[config.mk]
export PLATFORM = sky130hd
export DESIGN_NAME = smul_flags_unit
export DESIGN_NICKNAME = d
export VERILOG_FILES = /design/src/rtl/smul_pkg.sv /design/src/rtl/smul_booth_core.sv /design/src/rtl/smul_result_fmt.sv /design/src/rtl/smul_flags_unit.sv
export SDC_FILE = /design/constraint.sdc
export NUM_CORES = 1
export LEC_CHECK = 0
export BUFFER_PORTS_ARGS = -buffer_cell sky130_fd_sc_hd__buf_4
export CORE_MARGIN = 2
export CORE_UTILIZATION = 40
export DETAILED_ROUTE_END_ITERATION = 10
export PLACE_DENSITY_LB_ADDON = 0.2
export SLEW_MARGIN = 25
export SYNTH_ARGS = -nofsm -noshare
export SYNTH_HDL_FRONTEND = slang
export SYNTH_HIERARCHICAL = 1
export SYNTH_SLANG_ARGS = --single-unit
export TNS_END_PERCENT = 10
[constraint.sdc]
create_clock -name clk -period 5.4 [get_ports clk]
set_clock_uncertainty 0.15 [all_clocks]
set_input_delay 0.27 -clock clk [delete_from_list [all_inputs] [get_ports clk]]
set_output_delay 0.27 -clock clk [all_outputs]
set_load 0.02 [all_outputs]
[src/rtl/smul_pkg.sv]
package smul_pkg;

  typedef enum logic [1:0] {
    FORM_WORD   = 2'd0,
    FORM_LONG32 = 2'd1,
    FORM_LONG64 = 2'd2
  } smul_form_e;

  // positions inside flags {N,Z,V,C} and upd_mask {X,N,Z,V,C}
  localparam int FLAG_C = 0;
  localparam int FLAG_V = 1;
  localparam int FLAG_Z = 2;
  localparam int FLAG_N = 3;
  localparam int MASK_X = 4;

  function automatic smul_form_e pick_form(input logic long_sel, input logic wide_sel);
    if (!long_sel) return FORM_WORD;
    return wide_sel ? FORM_LONG64 : FORM_LONG32;
  endfunction

endpackage

[src/rtl/smul_booth_core.sv]
module smul_booth_core #(
  parameter int W = 32
) (
  input  logic           clk,
  input  logic           rst,
  input  logic           load,
  input  logic [W-1:0]   mcand,
  input  logic [W-1:0]   mplier,
  output logic           busy,
  output logic           last_step,
  output logic [2*W-1:0] prod_next
);
  localparam int CNT_W  = $clog2(W);
  localparam int STEP_W = 2*W + 2;

  logic [W:0]       acc;
  logic [W:0]       mreg;
  logic [W-1:0]     qr;
  logic             qm1;
  logic [CNT_W-1:0] cnt;
  logic [STEP_W-1:0] step;

  // one radix-2 Booth iteration: add/subtract, then arithmetic shift right
  function automatic logic [STEP_W-1:0] booth_step(
    input logic [W:0] a, input logic [W-1:0] q, input logic q_prev, input logic [W:0] m);
    logic [W:0] sum;
    case ({q[0], q_prev})
      2'b01:   sum = a + m;
      2'b10:   sum = a - m;
      default: sum = a;
    endcase
    return {sum[W], sum[W:1], sum[0], q[W-1:1], q[0]};
  endfunction

  assign step      = booth_step(acc, qr, qm1, mreg);
  assign last_step = busy && (cnt == CNT_W'(W-1));
  assign prod_next = step[2*W:1];

  always_ff @(posedge clk) begin
    if (rst) begin
      busy <= 1'b0;
      cnt  <= '0;
      acc  <= '0;
      mreg <= '0;
      qr   <= '0;
      qm1  <= 1'b0;
    end else if (load) begin
      busy <= 1'b1;
      cnt  <= '0;
      acc  <= '0;
      mreg <= {mcand[W-1], mcand};
      qr   <= mplier;
      qm1  <= 1'b0;
    end else if (busy) begin
      acc <= step[STEP_W-1:W+1];
      qr  <= step[W:1];
      qm1 <= step[0];
      cnt <= cnt + 1'b1;
      if (last_step) busy <= 1'b0;
    end
  end

endmodule

[src/rtl/smul_result_fmt.sv]
module smul_result_fmt
  import smul_pkg::*;
#(
  parameter int W = 32
) (
  input  logic [2*W-1:0] prod,
  input  smul_form_e     form,
  input  logic           idx_clash,
  output logic [W-1:0]   res_lo,
  output logic [W-1:0]   res_hi,
  output logic [3:0]     flags,
  output logic [4:0]     mask,
  output logic           we_lo,
  output logic           we_hi,
  output logic           err
);
  logic lo_neg, lo_zero, wide_zero, trunc_ovf;

  assign lo_neg    = prod[W-1];
  assign lo_zero   = (prod[W-1:0] == '0);
  assign wide_zero = (prod == '0);
  assign trunc_ovf = (prod[2*W-1:W] != {W{prod[W-1]}});

  always_comb begin
    res_lo = prod[W-1:0];
    res_hi = '0;
    flags  = '0;
    case (form)
      FORM_LONG64: begin
        res_hi         = prod[2*W-1:W];
        flags[FLAG_N]  = prod[2*W-1];
        flags[FLAG_Z]  = wide_zero;
      end
      FORM_LONG32: begin
        flags[FLAG_N]  = lo_neg;
        flags[FLAG_Z]  = lo_zero;
        flags[FLAG_V]  = trunc_ovf;
      end
      default: begin
        flags[FLAG_N]  = lo_neg;
        flags[FLAG_Z]  = lo_zero;
      end
    endcase

    err   = (form == FORM_LONG64) && idx_clash;
    we_lo = !err;
    we_hi = (form == FORM_LONG64) && !err;
    mask  = '0;
    if (!err) begin
      mask[FLAG_N] = 1'b1;
      mask[FLAG_Z] = 1'b1;
      mask[FLAG_V] = 1'b1;
      mask[FLAG_C] = 1'b1;
    end
  end

endmodule

[src/rtl/smul_flags_unit.sv]
module smul_flags_unit
  import smul_pkg::*;
#(
  parameter int DATA_W = 32,
  parameter int IDX_W  = 3
) (
  input  logic              clk,
  input  logic              rst,
  input  logic              start,
  input  logic              long_sel,
  input  logic              wide_sel,
  input  logic [DATA_W-1:0] src_a,
  input  logic [DATA_W-1:0] src_b,
  input  logic [IDX_W-1:0]  dst_lo_idx,
  input  logic [IDX_W-1:0]  dst_hi_idx,
  output logic              busy,
  output logic              done,
  output logic [DATA_W-1:0] result_lo,
  output logic [DATA_W-1:0] result_hi,
  output logic              we_lo,
  output logic              we_hi,
  output logic [3:0]        flags,
  output logic [4:0]        upd_mask,
  output logic              err
);
  localparam int HALF_W = DATA_W / 2;

  function automatic logic [DATA_W-1:0] widen_half(input logic [DATA_W-1:0] v);
    return {{(DATA_W-HALF_W){v[HALF_W-1]}}, v[HALF_W-1:0]};
  endfunction

  // named internal events
  logic              accept;
  logic              core_busy;
  logic              last_step;
  logic [2*DATA_W-1:0] prod_next;
  smul_form_e        form_in;
  smul_form_e        form_q;
  logic              clash_q;
  logic [DATA_W-1:0] op_a, op_b;

  logic [DATA_W-1:0] f_lo, f_hi;
  logic [3:0]        f_flags;
  logic [4:0]        f_mask;
  logic              f_we_lo, f_we_hi, f_err;

  assign form_in = pick_form(long_sel, wide_sel);
  assign accept  = start && !core_busy;
  assign op_a    = (form_in == FORM_WORD) ? widen_half(src_a) : src_a;
  assign op_b    = (form_in == FORM_WORD) ? widen_half(src_b) : src_b;
  assign busy    = core_busy;

  always_ff @(posedge clk) begin
    if (rst) begin
      form_q  <= FORM_WORD;
      clash_q <= 1'b0;
    end else if (accept) begin
      form_q  <= form_in;
      clash_q <= (dst_lo_idx == dst_hi_idx);
    end
  end

  smul_booth_core #(.W(DATA_W)) u_core (
    .clk       (clk),
    .rst       (rst),
    .load      (accept),
    .mcand     (op_a),
    .mplier    (op_b),
    .busy      (core_busy),
    .last_step (last_step),
    .prod_next (prod_next)
  );

  smul_result_fmt #(.W(DATA_W)) u_fmt (
    .prod      (prod_next),
    .form      (form_q),
    .idx_clash (clash_q),
    .res_lo    (f_lo),
    .res_hi    (f_hi),
    .flags     (f_flags),
    .mask      (f_mask),
    .we_lo     (f_we_lo),
    .we_hi     (f_we_hi),
    .err       (f_err)
  );

  always_ff @(posedge clk) begin
    if (rst) begin
      done      <= 1'b0;
      we_lo     <= 1'b0;
      we_hi     <= 1'b0;
      err       <= 1'b0;
      upd_mask  <= '0;
      flags     <= '0;
      result_lo <= '0;
      result_hi <= '0;
    end else begin
      done     <= last_step;
      we_lo    <= last_step && f_we_lo;
      we_hi    <= last_step && f_we_hi;
      err      <= last_step && f_err;
      upd_mask <= last_step ? f_mask : '0;
      if (last_step) begin
        flags     <= f_flags;
        result_lo <= f_lo;
        result_hi <= f_hi;
      end
    end
  end

endmodule

# Word level (Yosys, flattened, before mapping)
# Index checks and enable logic that the tools add are counted.
word_totals:
  ff_bits: 182
  latchBits: 0
  ramBits: 0
  mem_bits_ro: 0
  output_inout_bits: 78
  wordCells: 57
  mem_count: 0
op_classes:
  addsub: 3
  mul: 0
  div: 0
  n_lt_le_gt_ge: 0
  n_eq_ne: 7
  n_shift: 0
  muxes: 14
  bitwise_logic: 1
  reduce_logical: 15
op_table:
  columns: ["operator", "count"]
  rows:
  - ["$mux W32", 5]
  - ["$pmux W33 S2", 1]
  - ["$logic_not A64 Y1", 1]
  - ["$add A32 B32 Y33", 1]
  - ["$sub A32 B32 Y33", 1]
  - ["$logic_not A32 Y1", 1]
  - ["$ne A32 B32 Y1", 1]
  - ["$logic_and A1 B1 Y1", 7]
  - ["$mux W2", 3]
  - ["$add A5 B1 Y5 const B", 1]
  - ["$eq A5 B5 Y1 const B", 1]
  - ["$eq A2 B1 Y1 const B", 2]
  - ["$eq A2 B2 Y1 const B", 2]
  - ["$mux W1", 4]
  - ["$mux W4", 1]
  - ["$reduce_or A2 Y1", 2]
  - ["$eq A3 B3 Y1", 1]
  - ["$logic_not A1 Y1", 2]
  - ["$logic_not A2 Y1", 1]
  - ["$reduce_bool A2 Y1", 1]
  - ["$not A1 Y1", 1]

# Longest topological paths before layout
# Gate-level depths: netlist of run 1.
depth:
  depth_word: 5
  ltp_mapped: 24

# By module
# The synthesis of run 1 kept the hierarchy.
by_module_without_submodules:
  columns: ["module", "n_inst", "cells_each", "area_each_um2", "seq_area_each_um2"]
  rows:
  - ["smul_booth_core", 1, 904, 7074.3, 2062.0]
  - ["smul_flags_unit", 1, 330, 3098.0, 1601.5]
  - ["smul_result_fmt", 1, 119, 783.3, 0.0]

# Worst setup path after synthesis of run 1
# Ideal clock, no wire load.
synth_path:
  kind: "flip-flop to flip-flop"
  from: "register u_core.mreg[2]"
  to: "register flags[1]"
  setup_ns: 0.128
  arrival_time_ns: 4.466
  required_time_ns: 5.122
  setup_slack_ns: 0.657
  stages_incl_launch_ff: 25
  path_buffers: 1
  period_less_slack_ns: 4.743
  cell_sequence: "dfxtp_1 -> or3_1 -> or3_1 -> nor2_2 -> nand2_1 -> or3_4 -> nor3_1 -> nor2_1 -> xnor2_1 -> ha_1 -> clkbuf_1 -> nand4_1 -> nor3_1 -> nand4_1 -> nand2_1 -> o21ai_0 -> o21ai_0 -> mux2i_1 -> nand2_1 -> nor4_1 -> and4_1 -> a221o_1 -> nand2_1 -> mux2i_1 -> nor2_1"
synth_between:
  elab_chain_len: 4
  elab_cells_between_ends: 5
  cone_classes: "add/sub (2); eq/ne (1); mux (2)"
synth_rtl:
  columns: ["item", "line_no", "rtl"]
  rows:
  - ["from (decl)", "smul_booth_core.sv:17", "logic [W:0] mreg;"]
  - ["from (signal assigned)", "smul_booth_core.sv:51", "mreg <= {mcand[W-1], mcand};"]
  - ["$sub A32 B32 Y33 / $add A32 B32 Y33 (equally long branches)", "smul_booth_core.sv:29, smul_booth_core.sv:28", null]
  - ["$pmux W33 S2 (*)", "smul_booth_core.sv:27", "case ({q[0], q_prev})"]
  - ["named net prod_next[61]", "smul_flags_unit.sv:36", "logic [2*DATA_W-1:0] prod_next;"]
  - ["$ne A32 B32 Y1 (*)", "smul_result_fmt.sv:22", "assign trunc_ovf = (prod[2*W-1:W] != {W{prod[W-1]}});"]
  - ["$mux W1 (*)", "smul_result_fmt.sv:28", "case (form)"]
  - ["named net f_flags[1]", "smul_flags_unit.sv:43", "logic [3:0] f_flags;"]
  - ["to (signal assigned)", "smul_flags_unit.sv:104", "flags <= f_flags;"]
  - ["to (decl)", "smul_flags_unit.sv:22", "output logic [3:0] flags,"]
# The timed path passes the listed nets; every way through them passes the cells marked *.
# A chain may end at the register's enable or synchronous reset.

# Final worst setup path of run 1
# Same ends and word-level chain as after synthesis.

==> results.toml, run 1 <==
[status]
status = "completed"

[timing]
fmax_ghz = 0.198
holdWs_ns = 0.0183
grt_setup_unrepaired = "false"
tightest_slew_ns = 1.06
worst_slack_ns = 0.351
period_share = 0.935
fin_crit_ns = 5.05
setup-tns-final_ns = 0
finalHoldViolCount = 0
max-slew-margin-rel = 0.288
drv_slew = 0
setup_viol = 0

[global_routing]
grt_pass1_vias = 8489
grt_max_degree = 84
overflow = 0
antenna_found_initial = 0
grt_first_pass_wirelength_um = 45900
grtUsageTotal = 0.199

[route]
route.detailed.drc = 0
top_layer = "met4"
met3_length_um = 1290
drt_iter0_drc = 733
vias = 9286
firstDrtPassIters = 5
drt_wl_total_um = 28800
wl_per_cell_um = 16.1
ant_nets = 0
dr_wl_met2_um = 12100
drt-met1-wl_um = 14900
avgViaCountPerCell = 5.18

[synthesis]
synthDistinctLibCells = 71
synthesis.area_um2 = 11000
synth_top_area_cell = "dfxtp_1"
syn_avg_cell_area_um2 = 8.10
ys_seq_elements = 183
synth_edf_count = 0
synth_most_common_cell = "nor2_1"
yosys_warnings = 6
yosys-top-cells-area = "dfxtp_1 33%, mux2i_1 14%, nor2_1 8.5%, buf_4 5.2%, nand2_1 4.4%"
async_reset_ff_frac = 0
synth_flop_cell = "dfxtp_1"
syn_inst = 1353
ys_top_cells_by_count = "248 x nor2_1, 183 x dfxtp_1, 150 x mux2i_1"
ys_seq_area_frac = 0.334
synth_top_area_frac = 0.334

[clocking]
cts_max_path_buffers = 2
clkSinkCount = 183
insertion_delay_ns = 0.44
clk_pin_slew_ns = 0.08
root_buffer = "clkbuf_16"
numCtsBuffers = 17
tritoncts = "yes"
cts_max_level = 4

[placed_design]
dp_hpwl_um = 20600
portBuffers = 152
placed_cell_area_um2 = 11800
place_congestion = 0.888
dp_cells = 1724
dp_slack_ns = 0.194

[worst_setup_path]
path_class = "reg2reg"
rrSetupSlack_ns = 0.35
r2r_start = "u_core/mreg[2]"
worstPathRequired_ns = 5.55
critPathLaunchType = "flop"
crit_start = "u_core/mreg[2]"
critPathArrivalTime_ns = 5.20
crit_fanout = 5
cp-end-kind = "flop"

[die]
die_h_um = 169
die_w_um = 169
dieArea_um2 = 28700
start_util = 0.406
ioPinCount = 153
core_area_um2 = 27000
row_count = 60

[worst_hold_path]
hp-class = "in2reg"
min_from = "src_b[27]"

[power]
power_density_nw_per_um2 = 279
pwr-share-comb = 0.232
power_frac_clock = 0.360
p_seq_frac = 0.408
p_sw_frac = 0.333
total_power_mw = 3.58
p_sw_mw = 1.19
internal-power_mw = 2.38
peakVddDrop_uv = 274
leakage_nw = 5.34

[finish]
drive_above_1_share = 0.166
area_delta_synth_final_pct = 16.9
final_cell_area_um2 = 12800
fin_cells = 1791
n_fill_cell = 2637
fin_util = 0.475
diodes = 0
nNetsFinal = 1549

[job]
max-cap-violations = 0
[flip-flops by register name, indices dropped and copies added (netlist names), 2 cells and up]
name / flops
flags: 4
u_core/cnt: 5
form_q: 2
u_core/mreg: 32
upd_mask: 5
result_hi: 32
u_core/qr: 32
result_lo: 32
u_core/acc: 32
[critical path: stages (launching register included)]
cell and delay (ns):
dfxtp_1 0.35, or3_1 0.43, or3_1 0.36, nor2_2 0.11
nand2_1 0.10, or3_4 0.37, nor4_2 0.14, nor2_1 0.07
xnor2_1 0.13, ha_1 0.40, nand4_1 0.20, nor3_2 0.22
nand4_1 0.11, nand2_1 0.16, o21ai_1 0.13, o21ai_1 0.20
mux2i_1 0.25, nand2_1 0.12, nor4_1 0.28, and4_1 0.26
a221o_1 0.15, nand2_1 0.05, mux2i_1 0.12, nor2_1 0.05
[layout make-up]
cell class              count  area (um2)  area share
clock buffers              18         439      0.0343
repair buffers            209        1660       0.129
clock inverters            14         171      0.0134
well taps                 341         427      0.0333
multi-input cells         998        6330       0.495
inverters                  28         108     0.00840
flip-flops and latches    183        3670       0.286
[cells in the final DEF, fill, tap and decap left out, types with 4 or more instances in the layout]
cell type,synthesis,layout
ha_1,36,36
xnor2_1,48,48
a31oi_1,13,13
or2_2,5,5
mux2_2,4,4
nor3_1,18,17
o21ai_0,42,40
xor2_1,9,9
a21o_1,7,7
nand2b_1,10,10
or4_1,4,4
nor2b_1,6,6
clkinv_8,0,5
o211ai_1,7,7
a21oi_1,83,82
nand4_1,16,16
buf_4,76,174
dfxtp_1,183,182
o31ai_1,5,5
nor4_1,24,23
a211oi_1,8,8
and2_1,41,41
clkbuf_16,0,17
inv_1,27,26
and3_1,9,9
dlygate4sd3_1,0,34
mux2i_1,150,150
nand3_1,4,4
nand2_1,129,129
nor2_1,248,247
or3_1,4,4
o21a_1,14,14
and4_1,5,5
inv_6,0,5
[kinds of logic after synthesis]
logic type                 count (synthesis)  synth area share
AOI/OAI and AO/OA                        208             0.117
xor gates and xnor gates                  57            0.0456
adders and majority gates                 37            0.0429
buffers and inverters                    173            0.0900
DFF                                      183             0.334
muxes                                    155             0.142
other                                      1          0.000342
and+or+nand+nor                          539             0.227
[what timing repair did]
item,CTS,global route
endpoints found under the hold margin,47,0
gates resized for setup,0,5
buffers inserted,0,1
hold buffers,34,0
endpoints found under the setup margin,0,2
[per-layer routing]
metal | GRT usage | up-vias
met2 | 0.298 | 239
met1 | 0.297 | 4299
met5 | 0 | -
li1 | - | 4729
met3 | 0.0315 | 19
met4 | 0.0483 | 0
[power groups by stage]
stage / logic (mW) / registers [mW] / clock network, mW
floorplan: 0.636 / 1.46 / 0
global placement: 0.792 / 1.49 / 0
detailed placement: 0.795 / 1.49 / 0
CTS: 0.820 / 1.46 / 1.31
global route: 0.918 / 1.47 / 1.37
finish: 0.830 / 1.46 / 1.29
[final timing paths]
| path | end | depth (start not counted) |
|---|---|---|
| hold / removal | u_core/qr[27] | 5 |
| setup reg to reg | flags[1] | 23 |
| hold reg to reg | clash_q | 2 |
| setup / recovery | flags[1] | 23 |
No activity file was read; power rests on OpenSTA's default activity.
==> run 2, diff against run 1 <==
--- a/config.mk
+++ b/config.mk
@@ -6,13 +6,11 @@
 export NUM_CORES = 1
 export LEC_CHECK = 0
 export BUFFER_PORTS_ARGS = -buffer_cell sky130_fd_sc_hd__buf_4
-export CORE_MARGIN = 2
 export CORE_UTILIZATION = 40
 export DETAILED_ROUTE_END_ITERATION = 10
 export PLACE_DENSITY_LB_ADDON = 0.2
 export SLEW_MARGIN = 25
 export SYNTH_ARGS = -nofsm -noshare
 export SYNTH_HDL_FRONTEND = slang
-export SYNTH_HIERARCHICAL = 1
 export SYNTH_SLANG_ARGS = --single-unit
 export TNS_END_PERCENT = 10
==> constraint.sdc (replaced) <==
create_clock -name clk -period 5.4 [get_ports clk]
set_clock_uncertainty 0.15 [all_clocks]
set_input_delay 0.54 -clock clk [delete_from_list [all_inputs] [get_ports clk]]
set_output_delay 0.54 -clock clk [all_outputs]
set_load 0.02 [all_outputs]
==> run 2 against run 1 <==
  * Wire length rose by 12%
  * Synthesized cell count fell by 0.30%
  * Worst hold slack improved by 0.17 ns
  * Area after synthesis fell by 6.4%
  * Die area fell by 8.6%
  * Sequential share of layout area rose by 0.43 points
  * Clock-buffer cell count fell by 1
  * Global-route usage rose by 4.6 points
  * Cell count fell by 0.28%
  * First-iteration DRC count fell by 3.4%
  * Total power rose by 2.8%
  * Largest cell class unchanged
  * Highest routed layer unchanged
==> results.toml, run 2 <==
[finish]
final_cell_mix = "183 x nand2_1, 182 x nor2_1, 177 x dfxtp_1"
nNetsFinal = 1555
n_fill_cell = 2517
area_delta_synth_final_pct = 19.7
layout_commonest_cell = "nand2_1"
drive_above_1_share = 0.163
fin_util = 0.487
diodes = 0

[route]
firstDrtPassIters = 5
vias = 9946
wl_per_cell_um = 18.0
top_layer = "met4"
met3_length_um = 1490
route.detailed.drc = 0
drt_iter0_drc = 708
avgViaCountPerCell = 5.57
ant_nets = 0
dr_wl_met2_um = 14600
drt-met1-wl_um = 15200
drt_wl_total_um = 32100

[worst_hold_path]
min_path_cells = 3
min_from = "src_a[5]"
min_to = "u_core.mreg[5]"
hp-class = "in2reg"

[timing]
drv_slew = 0
tightest_slew_ns = 0.957
fmax_ghz = 0.195
max-slew-margin-rel = 0.361
setup_viol = 0
finalHoldViolCount = 0
fin_crit_ns = 5.13
grt_setup_unrepaired = "false"
period_share = 0.950
setup-tns-final_ns = 0

[die]
start_util = 0.407
ioPinCount = 153
row_count = 58
dieArea_um2 = 26300
die_w_um = 162
die_h_um = 162
core_area_um2 = 25200

[clocking]
numCtsBuffers = 17
clk_pin_slew_ns = 0.08
cts_max_path_buffers = 2
tritoncts = "yes"
clkSinkCount = 178
cts_max_level = 4
post_cts_buffers = 0
insertion_delay_ns = 0.45
root_buffer = "clkbuf_16"

[synthesis]
synthMuxAreaShare = 0.0413
synthAdderAreaFrac = 0.0459
synth_top_area_frac = 0.348
ys_top_cells_by_count = "183 x nand2_1, 183 x nor2_1, 178 x dfxtp_1"
syn_avg_cell_area_um2 = 7.60
synth_compound_area_frac = 0.233
ys_seq_area_frac = 0.348
async_reset_ff_frac = 0
ys_seq_elements = 178
synth_flop_cell = "dfxtp_1"
synth_edf_count = 0
yosys-top-cells-area = "dfxtp_1 35%, a21oi_1 8.3%, nand2_1 6.7%, nor2_1 6.7%, ha_1 4.4%"
synthesis.area_um2 = 10300
synth-simple-area-share = 0.242
synthDistinctLibCells = 73
synth_top_family_by_area = "simple AND/OR/NAND/NOR gates"
synth_top_area_cell = "dfxtp_1"
yosys_warnings = 0
synth-xor-area-share = 0.0444
syn_inst = 1349

[worst_setup_path]
path_class = "reg2reg"
critPathLaunchType = "flop"
r2r_end = "flags[1]"
worstPathRequired_ns = 5.56
rrSetupSlack_ns = 0.27
crit_fanout = 6
cp-end-kind = "flop"
critPathArrivalTime_ns = 5.29
worst_r2r_path_depth = 18
r2r_start = "u_core.mreg[10]"

[global_routing]
grt_pass1_vias = 9029
grt_first_pass_wirelength_um = 50300
antenna_found_initial = 1
grtUsageTotal = 0.245
overflow = 0
grt_max_degree = 84

[power]
p_seq_frac = 0.389
power_frac_clock = 0.365
p_sw_mw = 1.31
internal-power_mw = 2.37
leakage_nw = 4.80
pwr-share-comb = 0.246
peakVddDrop_uv = 204
p_sw_frac = 0.356
power_density_nw_per_um2 = 300

[placed_design]
place_congestion = 0.953
portBuffers = 150
dp_hpwl_um = 24000

[status]
status = "completed"

[job]
max-cap-violations = 0
-- run 2: through the flow --
step	cell area [um2]	instances	hold WS, ns	power (mW)	setup WS (ns)
after global routing	12300	1786	0.189	3.86	0.000377
after floorplan	10300	1350	0.285	2.08	0.632
after detailed placement	11600	1754	0.294	2.34	0.149
after global placement	11600	1754	0.288	2.34	0.279
final	12300	1786	0.185	3.68	0.271
after CTS	12200	1786	0.182	3.68	0.138
-- run 2: worst max path at each step --
stage                          startpoint        to  slack [ns]  cells past startpoint
final                     u_core.mreg[10]  flags[1]        0.27                     18
after global routing      u_core.mreg[10]  flags[1]      0.0004                     17
after CTS                 u_core.mreg[10]  flags[1]        0.14                     18
after detailed placement  u_core.mreg[10]  flags[1]        0.15                     18
after global placement    u_core.mreg[10]  flags[1]        0.28                     18
after floorplan            u_core.mreg[2]  flags[1]        0.63                     18
-- run 2: final cells by class --
class | count | area [um2] | area share
clock buffer | 17 | 425 | 0.0347
clock inverter | 15 | 218 | 0.0177
inverter | 16 | 60.1 | 0.00489
multi-input combinational | 1058 | 6300 | 0.513
sequential | 178 | 3570 | 0.291
tap | 330 | 413 | 0.0336
timing repair buffer | 172 | 1290 | 0.105
-- run 2: cells by family after synthesis --
group	Yosys count
AO/OA/AOI/OAI	386
XOR/XNOR	52
adder cells (fa/ha/maj)	37
buffers and inverters	114
flip-flops	178
multiplexers	40
other	1
AND/OR/NAND/NOR	541
-- run 2: power groups by stage --
stage	Combinational, mW	Sequential [mW]	Clock [mW]
6_report	0.904	1.43	1.34
3_5_place_dp	0.883	1.46	0
3_3_place_gp	0.880	1.46	0
4_1_cts	0.887	1.43	1.36
2_1_floorplan	0.656	1.43	0
5_1_grt	0.999	1.44	1.42
-- run 2: metal layers --
layer,vias up,global-route usage
li1,4991,-
met1,4659,0.336
met2,251,0.387
met3,45,0.0411
met4,0,0.0836
met5,-,0
-- run 2: timing repair --
item	CTS	global route
setup endpoints to repair	0	3
hold buffers	0	0
resized for setup	0	11
-- run 2: critical path, stage by stage (launching register included) --
cell	delay [ns]
dfxtp_1	0.37
or4_4	0.59
nor4_4	0.31
and3_4	0.27
nand2_1	0.05
nor2_1	0.12
a21oi_1	0.09
xnor2_1	0.30
ha_2	0.37
a21o_1	0.18
a31o_2	0.22
a221o_1	0.35
a21oi_1	0.12
a21boi_2	0.19
xnor2_1	0.10
or4_1	0.59
a2111oi_4	0.34
and4b_1	0.24
o31ai_1	0.06
